==> src/rtl/ocp_latchoff_ctrl.sv <==
module ocp_latchoff_ctrl #(
  parameter int NCH            = 2,
  parameter int LATCH_CYCLES   = 600000,
  parameter int BLANK_CYCLES   = 600000,
  parameter bit EN_ACTIVE_HIGH = 1'b1
) (
  input  logic               clk,
  input  logic               rst_n,
  input  logic [NCH-1:0]     en_in,
  input  logic [NCH-1:0]     oc_raw,
  input  logic               uv_ok_raw,
  output logic [NCH-1:0]     sw_on,
  output logic [NCH-1:0]     regulating,
  output logic [NCH-1:0]     fast_off,
  output logic [NCH-1:0]     fault_n,
  output logic [3*NCH-1:0]   state_o
);

  localparam int TMAX = (LATCH_CYCLES > BLANK_CYCLES) ? LATCH_CYCLES : BLANK_CYCLES;
  localparam int TW   = $clog2(TMAX + 1);
  localparam logic [TW-1:0] LAT_END = TW'(LATCH_CYCLES - 1);
  localparam logic [TW-1:0] BLK_END = TW'(BLANK_CYCLES - 1);

  localparam logic [2:0] S_OFF   = 3'd0;
  localparam logic [2:0] S_BLANK = 3'd1;
  localparam logic [2:0] S_ON    = 3'd2;
  localparam logic [2:0] S_REG   = 3'd3;
  localparam logic [2:0] S_LATCH = 3'd4;

  logic [1:0]     uv_q;
  logic           uv_ok;
  logic [NCH-1:0] en_act;

  always_ff @(posedge clk) begin
    if (!rst_n) uv_q <= 2'b00;
    else        uv_q <= {uv_q[0], uv_ok_raw};
  end

  assign uv_ok  = uv_q[1];
  assign en_act = EN_ACTIVE_HIGH ? en_in : ~en_in;

  for (genvar i = 0; i < NCH; i++) begin : g_ch
    logic [1:0]    oc_q;
    logic          oc;
    logic [2:0]    st, st_nx;
    logic [TW-1:0] tmr, tmr_nx;
    logic          fast_q;

    assign oc = oc_q[1];

    always_comb begin
      st_nx  = st;
      tmr_nx = tmr;
      if (!uv_ok) begin
        st_nx  = S_OFF;
        tmr_nx = '0;
      end else begin
        case (st)
          S_OFF:
            if (en_act[i]) begin
              st_nx  = S_BLANK;
              tmr_nx = '0;
            end
          S_BLANK:
            if (!en_act[i]) st_nx = S_OFF;
            else if (tmr == BLK_END) begin
              st_nx  = oc ? S_REG : S_ON;
              tmr_nx = '0;
            end else tmr_nx = tmr + 1'b1;
          S_ON:
            if (!en_act[i]) st_nx = S_OFF;
            else if (oc) begin
              st_nx  = S_REG;
              tmr_nx = '0;
            end
          S_REG:
            if (!en_act[i]) st_nx = S_OFF;
            else if (!oc) begin
              st_nx  = S_ON;
              tmr_nx = '0;
            end else if (tmr == LAT_END) begin
              st_nx  = S_LATCH;
              tmr_nx = '0;
            end else tmr_nx = tmr + 1'b1;
          S_LATCH:
            if (!en_act[i]) st_nx = S_OFF;
          default: st_nx = S_OFF;
        endcase
      end
    end

    always_ff @(posedge clk) begin
      if (!rst_n) begin
        oc_q   <= 2'b00;
        st     <= S_OFF;
        tmr    <= '0;
        fast_q <= 1'b0;
      end else begin
        oc_q <= {oc_q[0], oc_raw[i]};
        st   <= st_nx;
        tmr  <= tmr_nx;
        if (!uv_ok || st_nx == S_BLANK) fast_q <= 1'b0;
        else if (st == S_REG && st_nx == S_LATCH) fast_q <= 1'b1;
      end
    end

    assign sw_on[i]          = (st == S_BLANK) || (st == S_ON) || (st == S_REG);
    assign regulating[i]     = (st == S_REG);
    assign fault_n[i]        = (st != S_LATCH);
    assign fast_off[i]       = fast_q;
    assign state_o[3*i +: 3] = st;

    a_r3_latch_only_from_reg: assert property (@(posedge clk) disable iff (!rst_n)
      (st == S_LATCH && $past(st) != S_LATCH) |-> ($past(st) == S_REG && $past(oc)));

    a_r4_latch_holds: assert property (@(posedge clk) disable iff (!rst_n)
      (st == S_LATCH && en_act[i] && uv_ok) |=> (st == S_LATCH && !fault_n[i]));

    a_r6_reg_releases: assert property (@(posedge clk) disable iff (!rst_n)
      (st == S_REG && uv_ok && en_act[i] && !oc) |=> (st == S_ON));

    a_r7_blank_no_fault: assert property (@(posedge clk) disable iff (!rst_n)
      (st == S_BLANK) |=> (st != S_LATCH && fault_n[i]));

    a_r8_fast_at_latch: assert property (@(posedge clk) disable iff (!rst_n)
      (st == S_LATCH) |-> fast_off[i]);

    a_r9_uv_forces_off: assert property (@(posedge clk) disable iff (!rst_n)
      (!uv_ok) |=> (st == S_OFF && fault_n[i] && !sw_on[i]));
  end

endmodule

==> config.mk <==
export PLATFORM = sky130hd
export DESIGN_NAME = ocp_latchoff_ctrl
export DESIGN_NICKNAME = d
export VERILOG_FILES = /design/src/rtl/ocp_latchoff_ctrl.sv
export SDC_FILE = /design/constraint.sdc
export NUM_CORES = 1
export LEC_CHECK = 0
export BUFFER_PORTS_ARGS = -buffer_cell sky130_fd_sc_hd__buf_2
export CORE_MARGIN = 3
export CORE_UTILIZATION = 60
export CTS_BUF_LIST = sky130_fd_sc_hd__clkbuf_8
export CTS_CLUSTER_DIAMETER = 80
export CTS_CLUSTER_SIZE = 25
export DETAILED_ROUTE_END_ITERATION = 6
export PLACE_DENSITY = 0.78
export RECOVER_POWER = 25
export SYNTH_ARGS = -nofsm -noshare
export SYNTH_HDL_FRONTEND = slang
export SYNTH_SLANG_ARGS = --single-unit
==> constraint.sdc <==
create_clock -name clk -period 3.63 [get_ports clk]
set_input_delay 0.726 -clock clk [delete_from_list [all_inputs] [get_ports clk]]
set_output_delay 0.726 -clock clk [all_outputs]
set_load 0.005 [all_outputs]
==> results of run 1 <==
## cell families (layout without fill, tap and decap cells)
family / count (synthesis) / after routing / share of synthesized area [%]
flip-flops: 54 / 54 / 41.38
adder cells (fa/ha/maj): 2 / 2 / 0.9577
buffers and inverters: 19 / 33 / 3.448
AND/OR/NAND/NOR: 174 / 174 / 35.44
XOR/XNOR: 37 / 37 / 12.40
AO/OA/AOI/OAI: 21 / 21 / 5.987
multiplexers: 1 / 1 / 0.3832
## final cells by class
type	instances	area [µm²]	area share (%)
clock buffers	8	110.1	3.922
inverters	4	15.01	0.5348
multi-input cells	235	1435	51.11
flip-flops and latches	54	1081	38.50
well taps	50	62.56	2.228
repair buffers	21	103.9	3.699
## state kept, by name (all words and copies together) (netlist names)
register     cells
g_ch.fast_q      2
g_ch.st          6
g_ch.oc_q        4
uv_q             2
g_ch.tmr        40
## cell usage after synthesis, types with 2 or more instances
| cell | number | area (µm²) |
|---|---|---|
| a31oi_1 | 2 | 12.51 |
| nand3_1 | 15 | 75.07 |
| and4_1 | 3 | 26.28 |
| buf_4 | 2 | 15.01 |
| nor4b_1 | 4 | 35.03 |
| buf_2 | 3 | 15.01 |
| nand2_1 | 29 | 108.9 |
| nor2_1 | 41 | 153.9 |
| nor3_1 | 24 | 120.1 |
| clkbuf_1 | 9 | 33.78 |
| xor2_1 | 21 | 183.9 |
| ha_1 | 2 | 25.02 |
| inv_1 | 4 | 15.01 |
| and3_1 | 10 | 62.56 |
| nor4_1 | 4 | 25.02 |
| nor3b_1 | 2 | 15.01 |
| nor3_2 | 2 | 20.02 |
| o21ai_0 | 5 | 25.02 |
| dfxtp_1 | 54 | 1081 |
| and2_1 | 12 | 75.07 |
| xnor2_1 | 16 | 140.1 |
| nand2b_1 | 4 | 25.02 |
| a21oi_1 | 4 | 20.02 |
| nand4_1 | 15 | 93.84 |
## power by group through the flow
stage                     registers (µW)  clock network [µW]  logic (µW)
after global placement               612                   0        25.5
after floorplan                      611                   0        18.6
final                                598                 377        25.7
after detailed placement             612                   0        25.9
after global routing                 599                 412        28.7
after CTS                            598                 389        26.1
## layout by cell type, fill, tap and decap left out, types with 3 or more instances in the layout
cell type	netlist	layout
nor2_1	41	41
xnor2_1	16	16
buf_2	3	17
clkbuf_8	0	8
nor3_1	24	24
and4_1	3	3
nor4_1	4	4
and2_1	12	12
inv_1	4	4
nor4b_1	4	5
dfxtp_1	54	54
nand2b_1	4	4
clkbuf_1	9	3
nand2_1	29	29
xor2_1	21	21
nand4_1	15	15
nand3_1	15	15
and3_1	10	10
o21ai_0	5	5
a21oi_1	4	4
## routing by layer
metal	vias up	GRT usage, %	routed length (µm)	share of wire [%]
li1	1102	-	-	-
met1	961	26.18	2357	49
met2	26	33.67	2284	47
met3	7	4.155	132	2.7
met4	0	7.516	78	1.6
met5	-	0	0	0
## stage by stage
| stage | power (µW) | cells | setup slack [ns] |
|---|---|---|---|
| global route | 1040 | 372 | 1.212 |
| floorplan | 629.8 | 308 | 1.705 |
| detailed placement | 637.9 | 364 | 1.233 |
| CTS | 1013 | 372 | 1.473 |
| global placement | 637.4 | 364 | 1.313 |
| finish | 1001 | 372 | 1.391 |
## worst paths after layout
kind | cells after the start | from | endpoint
setup / recovery | 7 | g_ch[0].tmr[0] | g_ch[0].tmr[9]
setup reg to reg | 7 | g_ch[0].tmr[0] | g_ch[0].tmr[9]
hold reg to reg | 1 | uv_q[0] | uv_q[1]
hold / removal | 1 | uv_q[0] | uv_q[1]
==> impl_metrics.json, run 1 <==
{
  "status": "completed",
  "slowest_delay_ns": 0.74,
  "ys_warn_count": 0,
  "die_width_um": 71.99,
  "dieArea_um2": 5182,
  "synthCells": 308,
  "n_antenna_cell": 0,
  "root_buffer": "clkbuf_8",
  "cts_num_sinks": 54,
  "synthesis.nets": 317,
  "drt_iter0_markers": 121,
  "vias_per_cell": 5.634,
  "synth-main-ff-cell": "dfxtp_1",
  "num_vias": 2096,
  "clock_skew_ns": 0.004363,
  "synthDistinctLibCells": 45,
  "syn_to_final_growth_pct": 7.471,
  "drv_slew": 0,
  "grt_setup_unrepaired": "no",
  "p_sw_share_pct": 20.43,
  "postCtsResizedCells": 0,
  "cpLargestDelayFamily": "simple AND/OR/NAND/NOR gates",
  "post_cts.repair.setup_buffers": 0,
  "p_seq_share_pct": 59.7,
  "synthesis.area_um2": 2613,
  "rows": 23,
  "final_util_pct": 68.71,
  "fin_area_um2": 2808,
  "worstSetupPathType": "flip-flop to flip-flop",
  "insertion_delay_ns": 0.30,
  "nNetsFinal": 330,
  "power.density_nw_per_um2": 356.6,
  "whs_ns": 0.4379,
  "cts.clk_slew.worst_paths_ns": 0.09,
  "peakVddDrop_uv": 277.9,
  "post_drt_wl_per_cell_um": 13.04,
  "p_int_uw": 796.6,
  "clkPwrFrac_pct": 37.7,
  "start_util_pct": 63.93,
  "seq_area_frac_synth_pct": 41.38,
  "drtPass1Iterations": 6,
  "die_y_um": 71.99,
  "drtAntennaViolNets": 0,
  "ctsLongestPathBuffers": 2,
  "grt-ovfl-total": 0,
  "fillers": 349,
  "leakagePower_uw": 0.0009548,
  "worstMarginPinSlew_ns": 0.8246,
  "maxCapViolCount": 0,
  "grt_max_degree": 23,
  "setup_viol": 0,
  "tns_ns": 0,
  "timing.fmax_mhz": 446.7,
  "end_kind": "flip-flop",
  "place_area_um2": 2713,
  "cts_tree": "done",
  "slew_headroom_pct": 44.26,
  "grt_pass1_vias": 1934,
  "ff2ff_setup_slack_ns": 1.39,
  "post-route-drc-count": 0,
  "startpoint_type": "flip-flop",
  "grt_first_pass_wirelength_um": 8438,
  "grt_usage_pct": 20.32,
  "fin_crit_sh_pct": 61.67,
  "cp_slowest_cell": "nor4b_1",
  "place_hpwl_um": 3388,
  "synth_edf_count": 0,
  "routed_wl_um": 4852,
  "switchingPower_uw": 204.5,
  "syn_avg_cell_area_um2": 8.482,
  "ys_ff_latch": 54,
  "synth-async-reset-ratio_pct": 0,
  "hold_viol": 0,
  "io_pins": 21,
  "drive_above_1_share_pct": 9.938,
  "critPathBufInv": 1,
  "htree_num_levels": 2,
  "core-area_um2": 4086,
  "period_needed_ns": 2.239,
  "cp.arrival_ns": 2.44,
  "antenna_found_initial": 0,
  "gp_congestion": 0.8190,
  "cts-hold-fix-buffers": 0,
  "hold_path_class": "flip-flop to flip-flop",
  "cts-buffers-inserted": 5,
  "required_ns": 3.83,
  "portBuffers": 20,
  "cp_max_fo": 20,
  "crit_chain": "ha_1, nand2_1, nor4b_1, a21oi_1, o31ai_2, buf_4, nor2_1",
  "combinationalPowerShare_pct": 2.6
}
Power figures use the tool's default switching activity.
==> run 2, diff against run 1 <==
Settings changed: CORE_UTILIZATION 60 to 56, PLACE_DENSITY 0.78 to 0.76.
Clock period 3.63 ns to 1.9 ns, I/O delays scaled along.
==> run 2 against run 1 <==
Net effect:
- total power increased by 83%
- largest power group unchanged
- global-route usage up 0.90 points
- sequential cell count did not move
==> impl_metrics.json, run 2 (synthesis results as in run 1) <==
{
  "drtPass1Iterations": 4,
  "nNetsFinal": 351,
  "maxCapViolCount": 0,
  "dieArea_um2": 5520,
  "worstMarginPinSlew_ns": 0.4517,
  "rows": 24,
  "root_buffer": "clkbuf_8",
  "cts-hold-fix-buffers": 0,
  "start_util_pct": 58.78,
  "grt_setup_unrepaired": "no",
  "cts_num_sinks": 54,
  "io_pins": 21,
  "grt-ovfl-total": 0,
  "gp_congestion": 0.9285,
  "portBuffers": 20,
  "tns_ns": 0,
  "status": "completed",
  "worstSetupPathType": "flip-flop to flip-flop",
  "cts_tree": "done",
  "peakVddDrop_uv": 466.6,
  "required_ns": 2.08,
  "min-delay-start": "oc_raw[1]",
  "grt_pass1_vias": 2033,
  "drt_iter0_markers": 113,
  "vias_per_cell": 5.730,
  "period_needed_ns": 1.771,
  "final_util_pct": 66.64,
  "fin_crit_sh_pct": 93.21,
  "post_drt_wl_per_cell_um": 13.95,
  "post_cts.repair.setup_buffers": 0,
  "core-area_um2": 4444,
  "post-route-drc-count": 0,
  "worstReg2RegStart": "g_ch[1].tmr[11]",
  "rr_worst_depth": 6,
  "ff2ff_setup_slack_ns": 0.13,
  "die_y_um": 74.30,
  "reg2reg_to": "g_ch[1].tmr[13]",
  "timing.fmax_mhz": 564.7,
  "startpoint_type": "flip-flop",
  "leakagePower_uw": 0.001034,
  "antenna_found_initial": 0,
  "routed_wl_um": 5484,
  "n_antenna_cell": 0,
  "cts-buffers-inserted": 5,
  "largest_register": "g_ch.tmr",
  "num_vias": 2252,
  "power.density_nw_per_um2": 617.9,
  "grt_first_pass_wirelength_um": 9128,
  "largest_register_ff_count": 40,
  "htree_num_levels": 2,
  "grt_usage_pct": 21.21,
  "hold_viol": 0,
  "cp.arrival_ns": 1.95,
  "mostFrequentLayoutCells": "54 x dfxtp_1, 41 x nor2_1, 29 x nand2_1",
  "whs_path_depth": 2,
  "syn_to_final_growth_pct": 13.36,
  "final_common_cell": "dfxtp_1",
  "slew_headroom_pct": 69.61,
  "min_to": "g_ch[1].oc_q[0]",
  "cts.clk_slew.worst_paths_ns": 0.09,
  "insertion_delay_ns": 0.30,
  "place_hpwl_um": 3903,
  "drv_slew": 0,
  "cp_max_fo": 18,
  "fillers": 386,
  "grt_max_degree": 22,
  "drive_above_1_share_pct": 14.37,
  "setup_viol": 0,
  "end_kind": "flip-flop",
  "hold_path_class": "input pin to flip-flop",
  "ctsLongestPathBuffers": 2,
  "drtAntennaViolNets": 0,
  "clock_skew_ns": 0.006634,
  "top_regs": "g_ch.tmr x40, g_ch.st x6, g_ch.oc_q x4",
  "die_width_um": 74.30
}
-- run 2: cell types whose count changed in the layout (fill, tap and decap cells not counted), moves of 2 or more --
cell | previous run | this run
buf_4 | 1 | 16
clkbuf_1 | 3 | 8
and2_0 | 0 | 3
and2_1 | 12 | 9
clkbuf_8 | 8 | 6
-- run 2: metal layers --
metal	track usage (%)	wire length (µm)	part of all wire (%)
met1	28.27	2660	49
met2	33.96	2567	47
met3	6.216	203	3.7
met4	5.336	53	0.97
met5	0	0	0
-- run 2: metrics by stage --
step	worst slack (ns)	hold WS (ns)	instance area [µm²]	total power [µW]	std cells
after floorplan	0.1574	0.4118	2613	1203	308
after global placement	0.1222	0.4158	2885	1230	387
after detailed placement	0.1009	0.4229	2885	1231	387
after CTS	0.08962	0.2768	2968	1849	393
after global routing	0.0008473	0.2762	2962	1902	393
final	0.1290	0.2850	2962	1830	393
-- run 2: worst max path at each step --
| stage | start | to | slack (ns) | depth (start not counted) |
|---|---|---|---|---|
| after floorplan | g_ch[1].tmr[6] | g_ch[1].tmr[10] | 0.16 | 7 |
| after global placement | g_ch[0].tmr[0] | g_ch[0].tmr[13] | 0.12 | 7 |
| after detailed placement | g_ch[0].tmr[0] | g_ch[0].tmr[19] | 0.10 | 7 |
| after CTS | g_ch[0].tmr[0] | g_ch[0].tmr[14] | 0.09 | 7 |
| after global routing | g_ch[1].tmr[11] | g_ch[1].tmr[10] | 0.0008 | 6 |
| final | g_ch[1].tmr[11] | g_ch[1].tmr[13] | 0.13 | 6 |
-- run 2: critical path, cell delays in order (launching register included) --
cell and delay [ns]:
dfxtp_1 0.32, nor4b_1 0.35, nand3_1 0.14, or3_4 0.42, a31oi_4 0.20, buf_12 0.17, nor3_1 0.06
-- run 2: power by group --
group | switching, µW | internal (µW) | leakage, µW
combinational | 37.7 | 24.7 | 0.000555
sequential | 4.30 | 1140 | 0.000436
clock | 344 | 282 | 0.0000431
total | 386 | 1440 | 0.00103
-- run 2: area by class of cell --
type | count | area, µm² | share of cell area [%]
Multi-Input combinational cell | 235 | 1456 | 49.18
Sequential cell | 54 | 1081 | 36.50
Timing Repair Buffer | 42 | 261.5 | 8.830
Clock buffer | 6 | 82.58 | 2.788
Tap cell | 52 | 65.06 | 2.197
Inverter | 4 | 15.01 | 0.5070
-- run 2: repair_timing --
item                                   in CTS  in global routing
resized for setup                           0                  4
setup endpoints to repair                   0                 21
endpoints found under the hold margin       0                  0
